`src/rtl/qmt_pkg.sv`:
```
package qmt_pkg;

    localparam int unsigned DIG_W = 4;
    localparam logic [DIG_W-1:0] DIG_MAX = 4'd9;

    typedef struct packed {
        logic ext;
        logic carry;
    } qmt_mode_t;

    typedef struct packed {
        logic      valid;
        qmt_mode_t mode;
    } qmt_ctrl_t;

    function automatic logic [DIG_W-1:0] qmt_clamp_digit(input logic [DIG_W-1:0] d);
        return (d > DIG_MAX) ? '0 : d;
    endfunction

endpackage

```
`src/rtl/qmt_cin_sel.sv`:
```
module qmt_cin_sel
    import qmt_pkg::*;
(
    input  logic [DIG_W-1:0] b_digit,
    input  logic             ext,
    output logic [DIG_W-1:0] cin
);

    always_comb begin
        if (ext) begin
            cin = qmt_clamp_digit(b_digit);
        end else begin
            cin = '0;
        end
    end

    // the selected digit is a legal decimal digit
    always_comb begin
        a_r3_digit_legal: assert (cin <= DIG_MAX);
    end

endmodule

```
`src/rtl/qmt_x10_slice.sv`:
```
module qmt_x10_slice
    import qmt_pkg::*;
#(
    parameter int unsigned SW = 64
) (
    input  logic [SW-1:0]    a,
    input  logic [DIG_W-1:0] cin,
    output logic [SW-1:0]    prod,
    output logic [DIG_W-1:0] cout
);

    localparam int unsigned EW = SW + DIG_W;

    logic [EW-1:0] ext_a;
    logic [EW-1:0] sum;

    always_comb begin
        ext_a = {{DIG_W{1'b0}}, a};
        sum   = (ext_a << 3) + (ext_a << 1) + {{SW{1'b0}}, cin};
        prod  = sum[SW-1:0];
        cout  = sum[SW +: DIG_W];
    end

    // a legal incoming digit yields a legal outgoing digit
    always_comb begin
        if (cin <= DIG_MAX) begin
            a_r5_slice_digit: assert (cout <= DIG_MAX);
        end
    end

endmodule

```
`src/rtl/qmt_result_sel.sv`:
```
module qmt_result_sel
    import qmt_pkg::*;
#(
    parameter int unsigned WIDTH = 128
) (
    input  logic [WIDTH-1:0] prod,
    input  logic [DIG_W-1:0] top_digit,
    input  logic             carry,
    output logic [WIDTH-1:0] data
);

    always_comb begin
        if (carry) begin
            data = {{(WIDTH-DIG_W){1'b0}}, top_digit};
        end else begin
            data = prod;
        end
    end

endmodule

```
`src/rtl/qmt_mul10.sv`:
```
module qmt_mul10
    import qmt_pkg::*;
#(
    parameter int unsigned WIDTH   = 128,
    parameter int unsigned SLICE_W = 64
) (
    input  logic             clk,
    input  logic             rst,
    input  logic             in_valid,
    input  logic [WIDTH-1:0] in_a,
    input  logic [WIDTH-1:0] in_b,
    input  logic             in_ext,
    input  logic             in_carry,
    output logic             out_valid,
    output logic [WIDTH-1:0] out_data
);

    localparam int unsigned NSLICE = WIDTH / SLICE_W;

    qmt_ctrl_t        ctrl;
    logic [DIG_W-1:0] chain [NSLICE+1];
    logic [WIDTH-1:0] prod;
    logic [WIDTH-1:0] next_data;

    always_comb begin
        ctrl.valid      = in_valid;
        ctrl.mode.ext   = in_ext;
        ctrl.mode.carry = in_carry;
    end

    qmt_cin_sel u_cin (
        .b_digit (in_b[DIG_W-1:0]),
        .ext     (ctrl.mode.ext),
        .cin     (chain[0])
    );

    for (genvar s = 0; s < NSLICE; s++) begin : g_slice
        qmt_x10_slice #(.SW(SLICE_W)) u_slice (
            .a    (in_a[s*SLICE_W +: SLICE_W]),
            .cin  (chain[s]),
            .prod (prod[s*SLICE_W +: SLICE_W]),
            .cout (chain[s+1])
        );
    end

    qmt_result_sel #(.WIDTH(WIDTH)) u_res (
        .prod      (prod),
        .top_digit (chain[NSLICE]),
        .carry     (ctrl.mode.carry),
        .data      (next_data)
    );

    always_ff @(posedge clk) begin
        if (rst) begin
            out_valid <= 1'b0;
            out_data  <= '0;
        end else begin
            out_valid <= ctrl.valid;
            if (ctrl.valid) begin
                out_data <= next_data;
            end
        end
    end

    // valid follows the input by one clock
    a_r7_valid_follows: assert property (@(posedge clk) disable iff (rst)
        in_valid |=> out_valid);
    a_r7_valid_drops: assert property (@(posedge clk) disable iff (rst)
        !in_valid |=> !out_valid);
    a_r7_data_holds: assert property (@(posedge clk) disable iff (rst)
        !in_valid |=> $stable(out_data));
    // carry modes leave every bit above the digit clear
    a_r4_upper_zero: assert property (@(posedge clk) disable iff (rst)
        (in_valid && in_carry) |=> (out_data[WIDTH-1:DIG_W] == '0));
    // returned overflow digit is decimal
    a_r5_digit_max: assert property (@(posedge clk) disable iff (rst)
        (in_valid && in_carry) |=> (out_data[DIG_W-1:0] <= DIG_MAX));
    // zero operand in plain mode gives zero
    a_r1_zero_in: assert property (@(posedge clk) disable iff (rst)
        (in_valid && !in_ext && !in_carry && in_a == '0) |=> (out_data == '0));
    // reset clears the outputs
    a_r8_reset_clear: assert property (@(posedge clk)
        rst |=> (!out_valid && out_data == '0));

endmodule

```
`config.mk`:
```
export PLATFORM = sky130hd
export DESIGN_NAME = qmt_mul10
export DESIGN_NICKNAME = d
export VERILOG_FILES = /design/src/rtl/qmt_pkg.sv /design/src/rtl/qmt_cin_sel.sv /design/src/rtl/qmt_x10_slice.sv /design/src/rtl/qmt_result_sel.sv /design/src/rtl/qmt_mul10.sv
export SDC_FILE = /design/constraint.sdc
export NUM_CORES = 1
export LEC_CHECK = 0
export ABC_AREA = 1
export BUFFER_PORTS_ARGS = -buffer_cell sky130_fd_sc_hd__buf_2
export CAP_MARGIN = 20
export CELL_PAD_IN_SITES_DETAIL_PLACEMENT = 1
export CELL_PAD_IN_SITES_GLOBAL_PLACEMENT = 2
export CORE_MARGIN = 5
export CORE_UTILIZATION = 28
export DETAILED_ROUTE_END_ITERATION = 6
export PLACE_DENSITY = 0.8
export SETUP_SLACK_MARGIN = 0.05
export SYNTH_ARGS = -nofsm -noshare
export SYNTH_HDL_FRONTEND = slang
export SYNTH_HIERARCHICAL = 1
export SYNTH_SLANG_ARGS = --single-unit
```
`constraint.sdc`:
```
create_clock -name clk -period 5.7 [get_ports clk]
set_input_delay 0.285 -clock clk [delete_from_list [all_inputs] [get_ports clk]]
set_output_delay 0.285 -clock clk [all_outputs]
set_load 0.1 [all_outputs]
```
-- Word level (Yosys, flattened, before mapping)
Index checks and enable logic that the tools add are counted.
- flip-flop bits (word level): 129
- output and inout bits: 129
- muxes and demuxes: 3
- order comparisons: 1
- $add $sub $neg: 4
- operator list (cell ; number):
    adder 67 x 65 -> 68 bit ; 2
    adder 68 x 4 -> 68 bit ; 2
    2-to-1 mux 128 bit ; 1
    2-to-1 mux 4 bit ; 2
    > comparator 4 bit (second input constant) ; 1

-- Longest topological paths before layout
Gate-level depths: netlist (run 1).
- word-level depth: 6
- gate-level depth with buffers: 43
- mapped depth without buffers: 43

-- Modules after synthesis
Netlist (run 1), hierarchy kept.
- by module, submodules not included (module ; instances ; area each (um^2) ; cells an instance):
    qmt_x10_slice (g_slice[0].u_slice) ; 1 ; 7134.3 ; 1401
    qmt_x10_slice (g_slice[1].u_slice) ; 1 ; 6946.7 ; 1407
    qmt_mul10 ; 1 ; 5373.9 ; 815
    qmt_result_sel ; 1 ; 1127.3 ; 275
    qmt_cin_sel ; 1 ; 47.5 ; 12

-- Worst setup path before layout (run 1)
OpenSTA, ideal clock, no wires.
- path type: input to register
- start: input port in_b[2]
- end: register out_data[114]
- buffers on the path: 0
- arrival time: 4.388 ns
- setup slack: 1.247 ns
- stages on the path: 41
- setup time: 0.065 ns
- cells stage by stage: nor2_2 nand2_1 nor2_1 inv_1 fa_1 fa_1 inv_1 nand3_1 nand2_2 nand2_1 nand2_2 nand2_1 nand2_2 nand2_1 nand2_2 nand2_1 nand3_1 nand2_1 [... 5 more ...] nand3_1 nand2_1 nand2_1 nand2_2 nand2_1 nand2_2 nand2_1 nand2_2 nand2_1 nand2_1 nand2_1 nand2_1 inv_1 nor2_1 inv_1 nand2_1 nand2_1 nor2_1
- RTL lines (element ; RTL line ; RTL):
    start: declaration ; qmt_mul10.sv:11 ; input logic [WIDTH-1:0] in_b,
    end signal: assignment ; qmt_mul10.sv:60 ; out_data <= next_data;
    end: declaration ; qmt_mul10.sv:15 ; output logic [WIDTH-1:0] out_data

==> results of run 1 <==
==> cell families (layout without fill, tap and decap cells) <==
kind of cell    count (synthesis)  in the layout
fa+ha+maj                     258            258
xor+xnor                       62             62
compound gates                107            107
buf+inv                      1002           1248
other cells                     0              1
simple gates                 2352           2352
flops                         129            129
==> metrics by stage <==
step / instances / power [mW] / worst slack [ps]
3_5_place_dp: 5082 / 4.041 / 164.2
6_report: 5116 / 5.225 / 672.1
3_3_place_gp: 5082 / 4.017 / 329.9
2_1_floorplan: 3910 / 3.220 / 1247
5_1_grt: 5116 / 5.686 / 84.17
4_1_cts: 5115 / 5.332 / 683.7
==> metal layers <==
layer,vias up,GRT usage,routed length [um]
met5,-,0,9
met4,2,0.03411,882
met2,258,0.3152,33240
met3,39,0.03585,3417
met1,10010,0.2897,41740
li1,11830,-,-
==> repair_timing <==
action / 4_1_cts / 5_1_grt
gates resized for setup: 0 / 0
hold buffers: 1 / 0
endpoints found under the setup margin: 0 / 0
endpoints found under the hold margin: 1 / 0
==> worst max-delay path by stage <==
stage                     cells after the start            end  slack [ps]    start
after floorplan                              41  out_data[114]        1250  in_b[2]
after global placement                       42  out_data[126]         330  in_b[2]
after detailed placement                     42    out_data[2]         160  in_b[2]
after CTS                                    42    out_data[2]         680  in_b[2]
after global routing                         42  out_data[110]          80  in_b[2]
final                                        42    out_data[2]         670  in_b[2]
==> synthesized netlist by cell type (all sizes together) (4+ instances only) <==
cell type	number	area [um2]
nor2	628	2565
dfxtp	129	2582
clkinv	7	26.28
inv	936	3513
nor3	33	234.0
a21oi	93	469.2
xor2	60	525.5
nand2	1553	6000
nand4	16	100.1
and2	4	25.02
o21ai	8	40.04
fa	4	80.08
buf	59	540.5
ha	254	3178
nand3	114	650.6
==> flip-flops by register name, indices dropped and copies added (netlist names) <==
name / flops
out_data: 128
out_valid: 1
==> placed cells by master (no fill, tap or decap), types with 3 or more instances in the layout <==
cell type,Yosys,routed
nor2_4,9,9
nand3_2,16,16
nand2_1,1485,1485
a21oi_1,92,92
ha_1,254,254
clkbuf_16,0,17
clkinv_8,0,7
dfxtp_1,129,129
inv_2,16,16
nor3_1,23,23
and2_1,4,4
nor2_2,56,56
nor2_1,563,563
nor3_4,3,3
buf_2,15,263
inv_6,0,4
fa_1,4,4
inv_1,920,919
buf_4,8,7
nand4_1,16,16
o21ai_0,6,6
inv_8,0,3
nor3_2,7,7
clkinv_1,7,7
nand2_2,68,68
nand3_1,98,98
xor2_1,60,60
==> where the power goes <==
| part | leakage, nW | switching (mW) | internal [mW] |
|---|---|---|---|
| Clock | 0.301 | 0.634 | 0.602 |
| Combinational | 13.6 | 2.19 | 0.789 |
| Sequential | 1.07 | 0.0395 | 0.976 |
| Total | 15.0 | 2.86 | 2.37 |
==> worst min-delay path, cell delays in order <==
cell     delay (ps)
buf_2            90
nand2_1          50
nor2_1           70
nand2_1          80
nand2_1          50
inv_1            40
nand2_1          40
nand2_1          50
nor2_1           30
==> area by class of cell <==
class	count	area, um2	share of cell area
clock inverter	15	198.9	0.008527
tap	959	1200	0.05143
sequential	129	2582	0.1107
antenna	1	2.502	0.0001073
inverter	943	3542	0.1518
multi-input combinational	2779	13970	0.5986
timing repair buffer	273	1413	0.06055
clock buffer	17	425.4	0.01823
==> flow_metrics.py, run 1 <==
metrics = {
    "outcome": {
        "outcome": "complete, no violations",
    },
    "route": {
        "dr.pass1.iters": 4,
        "vias_per_cell": 4.327,
        "vias": 22140,
        "wl_per_cell_um": 15.50,
        "finalWirelength_um": 79300,
        "drc": 0,
        "dr.first_iter.drc_count": 811,
        "antenna_left": 0,
    },
    "cells_and_area": {
        "nFillCells": 10260,
        "fin_area_um2": 23330,
        "syn2layout_area_growth_pct": 13.09,
        "layout-drive-gt1-share": 0.1162,
        "fin_util": 0.3198,
        "layout.nets": 4662,
    },
    "timing": {
        "fmax_ghz": 0.1989,
        "rsz0062_at_grt": "no",
        "worst_pin_slew_ps": 815.3,
        "drv_slew": 0,
        "setup_violations": 0,
        "final_hold_viol_count": 0,
        "setup_tns_ps": 0,
        "post-route-period-util": 0.8821,
        "fin_skew_ps": 0,
        "finalCriticalPeriod_ps": 5028,
        "holdWs_ps": 346.7,
        "maxSlewHeadroom": 0.4565,
    },
    "worst_setup_path": {
        "path_buf_inv": 6,
        "r2r_end": "out_data[116]",
        "crit_fanout": 4,
        "worst_path_most_repeated_cell": "nand2_1",
        "cp-start-kind": "input pin",
        "arrival_ps": 5450,
        "reg2reg_depth": 2,
        "cpPeakStageDelay_ps": 490,
        "cp_top_family": "simple AND/OR/NAND/NOR gates",
        "critPathKind": "input pin to flip-flop",
        "cp.required_ps": 6120,
        "worstSetupEndpointType": "flip-flop",
        "crit_slowest_cell": "fa_1",
        "worst-r2r-setup-slack_ps": 4980,
        "worstReg2RegStart": "out_data[116]",
    },
    "yosys": {
        "synthCells": 3910,
        "synth-compound-area-share": 0.02687,
        "syn_nets": 4429,
        "ys_seq_elements": 129,
        "synthAdderAreaFrac": 0.1579,
        "yosysWarnings": 6,
        "yosys-mux-area-fraction": 0,
        "synth-xor-area-share": 0.02632,
        "seq_area_frac_synth": 0.1252,
        "yosys.area_share.simple": 0.4659,
        "synth_top_flop_cell": "dfxtp_1",
        "async_flop_share": 0,
        "synth-edff-count": 0,
        "synth_area_per_cell_um2": 5.276,
        "synthesis.area_um2": 20630,
        "ys_types": 33,
        "synth_top_family_by_area": "simple AND/OR/NAND/NOR gates",
    },
    "hold_path": {
        "hold_start": "in_b[0]",
        "worst_hold_path.num_cells": 9,
        "min_to": "out_data[0]",
        "hold_path.class": "input pin to flip-flop",
    },
    "global_routing": {
        "gr-total-overflow": 0,
        "antenna_found_initial": 2,
        "grt_pass1_wl_um": 125000,
        "grt_max_degree": 166,
        "grt_use_total": 0.1999,
        "grt_pass1_vias": 22380,
    },
    "floorplanning": {
        "die_height_um": 281.4,
        "die_w_um": 281.4,
        "rows": 99,
        "start_util": 0.2828,
        "io-pin-count": 390,
        "die_area_um2": 79210,
        "core-area_um2": 72960,
    },
    "placement": {
        "io_buffer_count": 265,
        "placed_area_um2": 22690,
        "gp_congestion": 0.8876,
        "dp_hpwl_um": 69710,
    },
    "pwr": {
        "power.density_nw_per_um2": 224.0,
        "peakVddDrop_mv": 0.1666,
        "p_leak_nw": 14.98,
    },
    "clock_tree": {
        "path_clk_slew_ps": 70,
        "cts.sinks": 129,
        "worst_skew_pair.late_latency_ps": 470,
        "h-tree-depth": 4,
        "cts.root.buffer_cell": "clkbuf_16",
        "clockBufferDepth": 2,
        "postCtsSetupBuffers": 0,
        "numCtsBuffers": 17,
        "cts_tree": "built",
    },
    "run": {
        "cap_violations": 0,
    },
}
(Power assumes the default switching activity.)
==> run 2: changes to the inputs <==
--- a/config.mk
+++ b/config.mk
@@ -17,5 +17,4 @@
 export SETUP_SLACK_MARGIN = 0.05
 export SYNTH_ARGS = -nofsm -noshare
 export SYNTH_HDL_FRONTEND = slang
-export SYNTH_HIERARCHICAL = 1
 export SYNTH_SLANG_ARGS = --single-unit
==> run 2 against run 1 <==
  * Via count is 13% lower
  * Utilization is 1.4 points higher
  * Combinational power is 21% lower
  * Register-to-register slack worse by 70 ps
  * Non-clock buffer count is 19 higher
  * Setup slack worse by 180 ps
  * Critical path depth is 6 lower
  * Wire length is 6.3% lower
  * Clock power is 9.7% lower
  * Cell count is 24% lower
  * Sequential share of layout area is 2.3 points higher
  * Hold slack worse by 220 ps
  * Critical path type unchanged
==> flow_metrics.py, run 2 <==
metrics = {
    "pwr": {
        "peakVddDrop_mv": 0.2419,
        "power.density_nw_per_um2": 230.1,
        "p_leak_nw": 10.37,
        "clkPwrFrac": 0.251,
        "switching_share": 0.5028,
        "internal-power_mw": 2.215,
        "power.switching_mw": 2.240,
        "pwr-share-comb": 0.524,
        "p_seq_frac": 0.225,
    },
    "yosys": {
        "synthCells": 2850,
        "synth_top_flop_cell": "dfxtp_1",
        "async_flop_share": 0,
        "ys_seq_elements": 129,
        "synth-compound-area-share": 0.1668,
        "synth-xor-area-share": 0.0005321,
        "yosysWarnings": 0,
        "yosys.area.top_type_share": 0.2189,
        "synth-edff-count": 0,
        "synthAdderAreaFrac": 0.1979,
        "synthesis.area_um2": 16460,
        "synthTopCellsByCount": "nand2_1, inv_1, a21oi_1",
        "yosys.area_share.simple": 0.3745,
        "synth_area_per_cell_um2": 5.776,
        "ys_types": 35,
        "synth_most_common_cell": "nand2_1",
        "synth_area_leader_cell": "nand2_1",
        "syn_nets": 3369,
        "seq_area_frac_synth": 0.1569,
        "yosys-mux-area-fraction": 0,
        "synth_top_family_by_area": "simple AND/OR/NAND/NOR gates",
        "synth.area.top_cells": "nand2_1, ha_1, dfxtp_1",
    },
    "timing": {
        "fmax_ghz": 0.1921,
        "drv_slew": 0,
        "final_hold_viol_count": 0,
        "worst_pin_slew_ps": 1046,
        "finalCriticalPeriod_ps": 5206,
        "post-route-period-util": 0.9133,
        "maxSlewHeadroom": 0.3027,
        "rsz0062_at_grt": "no",
        "fin_skew_ps": 0,
        "setup_tns_ps": 0,
        "fin_ws_ps": 494.4,
        "setup_violations": 0,
    },
    "placement": {
        "place_ws_ps": 64.32,
        "dp_hpwl_um": 64480,
        "io_buffer_count": 265,
        "gp_congestion": 0.9351,
    },
    "worst_setup_path": {
        "crit_slowest_cell": "fa_1",
        "reg2reg_depth": 2,
        "cp.required_ps": 6110,
        "r2r_end": "out_data[3]",
        "worstReg2RegStart": "out_data[3]",
        "worstSetupEndpointType": "flip-flop",
        "critPathKind": "input pin to flip-flop",
        "arrival_ps": 5610,
        "cpPeakStageDelay_ps": 420,
        "worst-r2r-setup-slack_ps": 4910,
        "cp-start-kind": "input pin",
        "worst_path_most_repeated_cell": "nand2_1",
        "startpoint": "in_b[2]",
        "crit_fanout": 6,
    },
    "hold_path": {
        "hold_path.class": "input pin to flip-flop",
        "min_to": "out_data[0]",
        "hold_start": "in_valid",
        "worst_hold_path.num_cells": 3,
    },
    "outcome": {
        "outcome": "complete, no violations",
    },
    "global_routing": {
        "grt_use_total": 0.2264,
        "grt_pass1_wl_um": 113000,
        "antenna_found_initial": 1,
        "grt_pass1_vias": 20240,
        "grt_max_degree": 80,
        "gr-total-overflow": 0,
    },
    "clock_tree": {
        "h-tree-depth": 4,
        "cts.root.buffer_cell": "clkbuf_16",
        "worst_skew_pair.late_latency_ps": 490,
        "clockBufferDepth": 2,
        "path_clk_slew_ps": 60,
        "postCtsSetupBuffers": 0,
        "postCtsHoldBufs": 0,
        "cts.sinks": 129,
        "cts_tree": "built",
        "post_cts_resized": 0,
        "numCtsBuffers": 17,
    },
    "floorplanning": {
        "core-area_um2": 57920,
        "start_util": 0.2842,
        "io-pin-count": 390,
        "rows": 88,
        "die_w_um": 252.5,
        "die_area_um2": 63740,
        "die_height_um": 252.5,
    },
    "route": {
        "wl_per_cell_um": 19.06,
        "finalWirelength_um": 74270,
        "vias": 19240,
        "dr.pass1.iters": 5,
        "vias_per_cell": 4.938,
        "drc": 0,
        "antenna_left": 0,
        "dr.first_iter.drc_count": 815,
    },
    "cells_and_area": {
        "final_cell_mix": "nand2_1, inv_1, a21oi_1",
        "final_common_cell": "nand2_1",
        "layout.nets": 3638,
        "syn2layout_area_growth_pct": 17.61,
        "largest_reg_flops": 128,
        "top_register": "out_data",
        "layout-drive-gt1-share": 0.1255,
        "top_regs": "out_data x128, out_valid x1",
        "diodes": 0,
        "nFillCells": 7861,
    },
    "run": {
        "cap_violations": 0,
    },
}
-- run 2: cell types whose count changed in the layout (fill, tap and decap cells not counted), sizes merged, moves of 43 or more --
cell   before  now
inv       944  410
nand3     114  157
a21oi      93  357
nand2    1553  990
o21ai       8  128
xor2       60    1
nor2      628  259
-- run 2: final cells by class --
| cell class | instances | area (um2) | share of cell area |
|---|---|---|---|
| Tap cell | 765 | 957.2 | 0.04944 |
| Multi-Input combinational cell | 2271 | 12180 | 0.6294 |
| Timing Repair Buffer | 292 | 1531 | 0.07911 |
| Sequential cell | 129 | 2582 | 0.1334 |
| Clock buffer | 20 | 466.7 | 0.02411 |
| Inverter | 408 | 1534 | 0.07923 |
| Clock inverter | 11 | 103.9 | 0.005364 |
-- run 2: critical path: cells and delay by family --
| kind | cells | cell delay [ps] |
|---|---|---|
| fa+ha+maj | 6 | 1870 |
| xor+xnor | 1 | 170 |
| simple gates | 23 | 2370 |
| compound gates | 2 | 430 |
| buf+inv | 4 | 460 |
-- run 2: logic make-up after synthesis --
family,after synthesis
compound gates,526
xor+xnor,1
fa+ha+maj,258
buf+inv,450
flops,129
simple gates,1486
-- run 2: per-layer routing --
metal  GRT usage  vias to the layer above  wire (um)
met3     0.02799                       82       2534
met4     0.07398                        2       2117
met1      0.2703                     9066      32220
met5           0                        -         12
li1            -                     9762          -
met2      0.4193                      325      37390
-- run 2: worst max path at each step --
stage | endpoint | cells past startpoint
floorplan | out_data[118] | 34
global placement | out_data[118] | 34
detailed placement | out_data[118] | 34
CTS | out_data[118] | 33
global route | out_data[118] | 33
finish | out_data[118] | 36
-- run 2: power by group through the flow --
| stage | clock network [mW] | logic [mW] | registers (mW) |
|---|---|---|---|
| after detailed placement | 0 | 2.33 | 1.02 |
| after global routing | 1.19 | 2.55 | 1.01 |
| final | 1.12 | 2.34 | 1.00 |
| after CTS | 1.17 | 2.34 | 1.00 |
| after global placement | 0 | 2.29 | 1.02 |
| after floorplan | 0 | 1.16 | 1.47 |
-- run 2: stage by stage --
step                area, um2  instances  hold slack, ps  total power [mW]  utilization
finish                  19360       3896           122.0             4.455       0.3343
detailed placement      18790       3865           454.3             3.355       0.3244
floorplan               16460       2850           466.1             2.630            -
global route            19360       3896           144.6             4.753       0.3343
CTS                     19360       3896           78.34             4.512       0.3343
global placement        18790       3865           450.8             3.312       0.3244
==> run 3: changes to the inputs <==
--- a/config.mk
+++ b/config.mk
@@ -10,11 +10,11 @@
 export CAP_MARGIN = 20
 export CELL_PAD_IN_SITES_DETAIL_PLACEMENT = 1
 export CELL_PAD_IN_SITES_GLOBAL_PLACEMENT = 2
-export CORE_MARGIN = 5
 export CORE_UTILIZATION = 28
 export DETAILED_ROUTE_END_ITERATION = 6
 export PLACE_DENSITY = 0.8
 export SETUP_SLACK_MARGIN = 0.05
 export SYNTH_ARGS = -nofsm -noshare
 export SYNTH_HDL_FRONTEND = slang
+export SYNTH_HIERARCHICAL = 1
 export SYNTH_SLANG_ARGS = --single-unit
==> run 3 against run 2 <==
  * Total power up 15%
  * Combinational power up 27%
  * Count of clock-buffer cells in the layout down 2
  * Clock skew unchanged
  * Register-to-register slack better by 30 ps
  * Highest routed layer unchanged
==> flow_metrics.py, run 3 (same netlist as run 1, synthesis figures left out) <==
metrics = {
    "route": {
        "vias": 22010,
        "antenna_left": 0,
        "drc": 0,
        "vias_per_cell": 4.300,
        "finalWirelength_um": 77670,
        "dr.first_iter.drc_count": 963,
        "met2_length_um": 32110,
        "wl_per_cell_um": 15.17,
        "dr.pass1.iters": 5,
        "topRoutingLayerUsed": "met5",
        "wl_met3_um": 3675,
        "wirelength_met1_um": 40820,
    },
    "timing": {
        "final_hold_viol_count": 0,
        "fmax_ghz": 0.2001,
        "setup_violations": 0,
        "maxSlewHeadroom": 0.4003,
        "rsz0062_at_grt": "no",
        "holdWs_ps": 337.7,
        "drv_slew": 0,
        "worst_pin_slew_ps": 899.5,
        "fin_skew_ps": 0,
        "finalCriticalPeriod_ps": 4998,
        "setup_tns_ps": 0,
        "post-route-period-util": 0.8769,
    },
    "clock_tree": {
        "cts.sinks": 129,
        "worst_skew_pair.late_latency_ps": 480,
        "post_cts_resized": 0,
        "cts_tree": "built",
        "path_clk_slew_ps": 80,
        "h-tree-depth": 4,
        "numCtsBuffers": 17,
        "clockBufferDepth": 2,
        "postCtsSetupBuffers": 0,
        "cts.root.buffer_cell": "clkbuf_16",
        "postCtsHoldBufs": 1,
    },
    "floorplanning": {
        "start_util": 0.2828,
        "die_area_um2": 74770,
        "core-area_um2": 72960,
        "die_height_um": 273.4,
        "die_w_um": 273.4,
        "rows": 99,
        "io-pin-count": 390,
    },
    "cells_and_area": {
        "final_common_cell": "nand2_1",
        "multi_input_area_um2": 13970,
        "nFillCells": 10150,
        "fin_area_um2": 23280,
        "layout.nets": 4664,
        "layout-drive-gt1-share": 0.1166,
        "final_cell_mix": "nand2_1, inv_1, nor2_1",
        "top_register": "out_data",
        "seqCellArea_um2": 2582,
        "fin_util": 0.3191,
        "largest_reg_flops": 128,
        "syn2layout_area_growth_pct": 12.86,
        "top_regs": "out_data x128, out_valid x1",
    },
    "pwr": {
        "switching_share": 0.5351,
        "clkPwrFrac": 0.222,
        "power.density_nw_per_um2": 220.0,
        "peakVddDrop_mv": 0.2234,
        "p_seq_frac": 0.199,
        "internal-power_mw": 2.381,
        "power.switching_mw": 2.741,
        "pwr-share-comb": 0.579,
        "p_leak_nw": 14.95,
    },
    "worst_setup_path": {
        "arrival_ps": 5420,
        "cp-start-kind": "input pin",
        "critPathKind": "input pin to flip-flop",
        "cpPeakStageDelay_ps": 490,
        "crit_fanout": 4,
        "reg2reg_depth": 2,
        "worst_path_most_repeated_cell": "nand2_1",
        "crit_slowest_cell": "fa_1",
        "cp.required_ps": 6120,
        "worstSetupEndpointType": "flip-flop",
        "worst-r2r-setup-slack_ps": 4940,
    },
    "global_routing": {
        "antenna_found_initial": 4,
        "grt_pass1_vias": 21460,
        "grt_pass1_wl_um": 121100,
        "grt_use_total": 0.2097,
        "gr-total-overflow": 0,
        "grt_max_degree": 125,
    },
    "placement": {
        "placed_area_um2": 22700,
        "gp_congestion": 0.8868,
        "dp_hpwl_um": 68370,
        "io_buffer_count": 265,
    },
    "run": {
        "cap_violations": 0,
    },
    "outcome": {
        "outcome": "complete, no violations",
    },
    "hold_path": {
        "worst_hold_path.num_cells": 6,
        "hold_path.class": "input pin to flip-flop",
    },
}
[run 3: worst max-delay path: cells and delay by family]
family	cells	cell delay [ps]
AND/OR/NAND/NOR	30	2610
buffers and inverters	7	600
adder cells (fa/ha/maj)	5	1910
[run 3: final cells by class]
class / instances / area share
diodes: 2 / 0.0002150
inverters: 943 / 0.1521
repair buffers: 275 / 0.06078
flip-flops and latches: 129 / 0.1109
clock inverters: 14 / 0.005643
well taps: 959 / 0.05154
multi-input cells: 2779 / 0.5999
clock buffers: 18 / 0.01886
[run 3: power groups by stage]
stage | combinational [mW] | sequential [mW] | clock [mW]
floorplan | 1.65 | 1.57 | 0
CTS | 3.01 | 1.02 | 1.19
finish | 2.97 | 1.02 | 1.14
global placement | 2.97 | 1.04 | 0
detailed placement | 2.99 | 1.04 | 0
global route | 3.32 | 1.03 | 1.22
[run 3: final timing paths]
check	to	start
worst max-delay path	out_data[126]	in_b[2]
worst min-delay path	out_data[6]	in_carry
worst max register to register	out_data[116]	out_data[116]
worst min register to register	out_data[22]	out_data[22]
[run 3: metrics by stage]
step / worst slack, ps / power [mW] / std cells
after floorplan: 1247 / 3.220 / 3910
after global placement: 313.6 / 4.005 / 5084
after detailed placement: 178.0 / 4.026 / 5084
after CTS: 685.7 / 5.219 / 5117
after global routing: 166.0 / 5.573 / 5119
final: 701.8 / 5.121 / 5119
[run 3: metal layers]
| layer | up-vias | GRT usage |
|---|---|---|
| met5 | - | 0 |
| li1 | 11840 | - |
| met4 | 2 | 0.04205 |
| met1 | 9837 | 0.2998 |
| met3 | 44 | 0.04202 |
| met2 | 286 | 0.3217 |
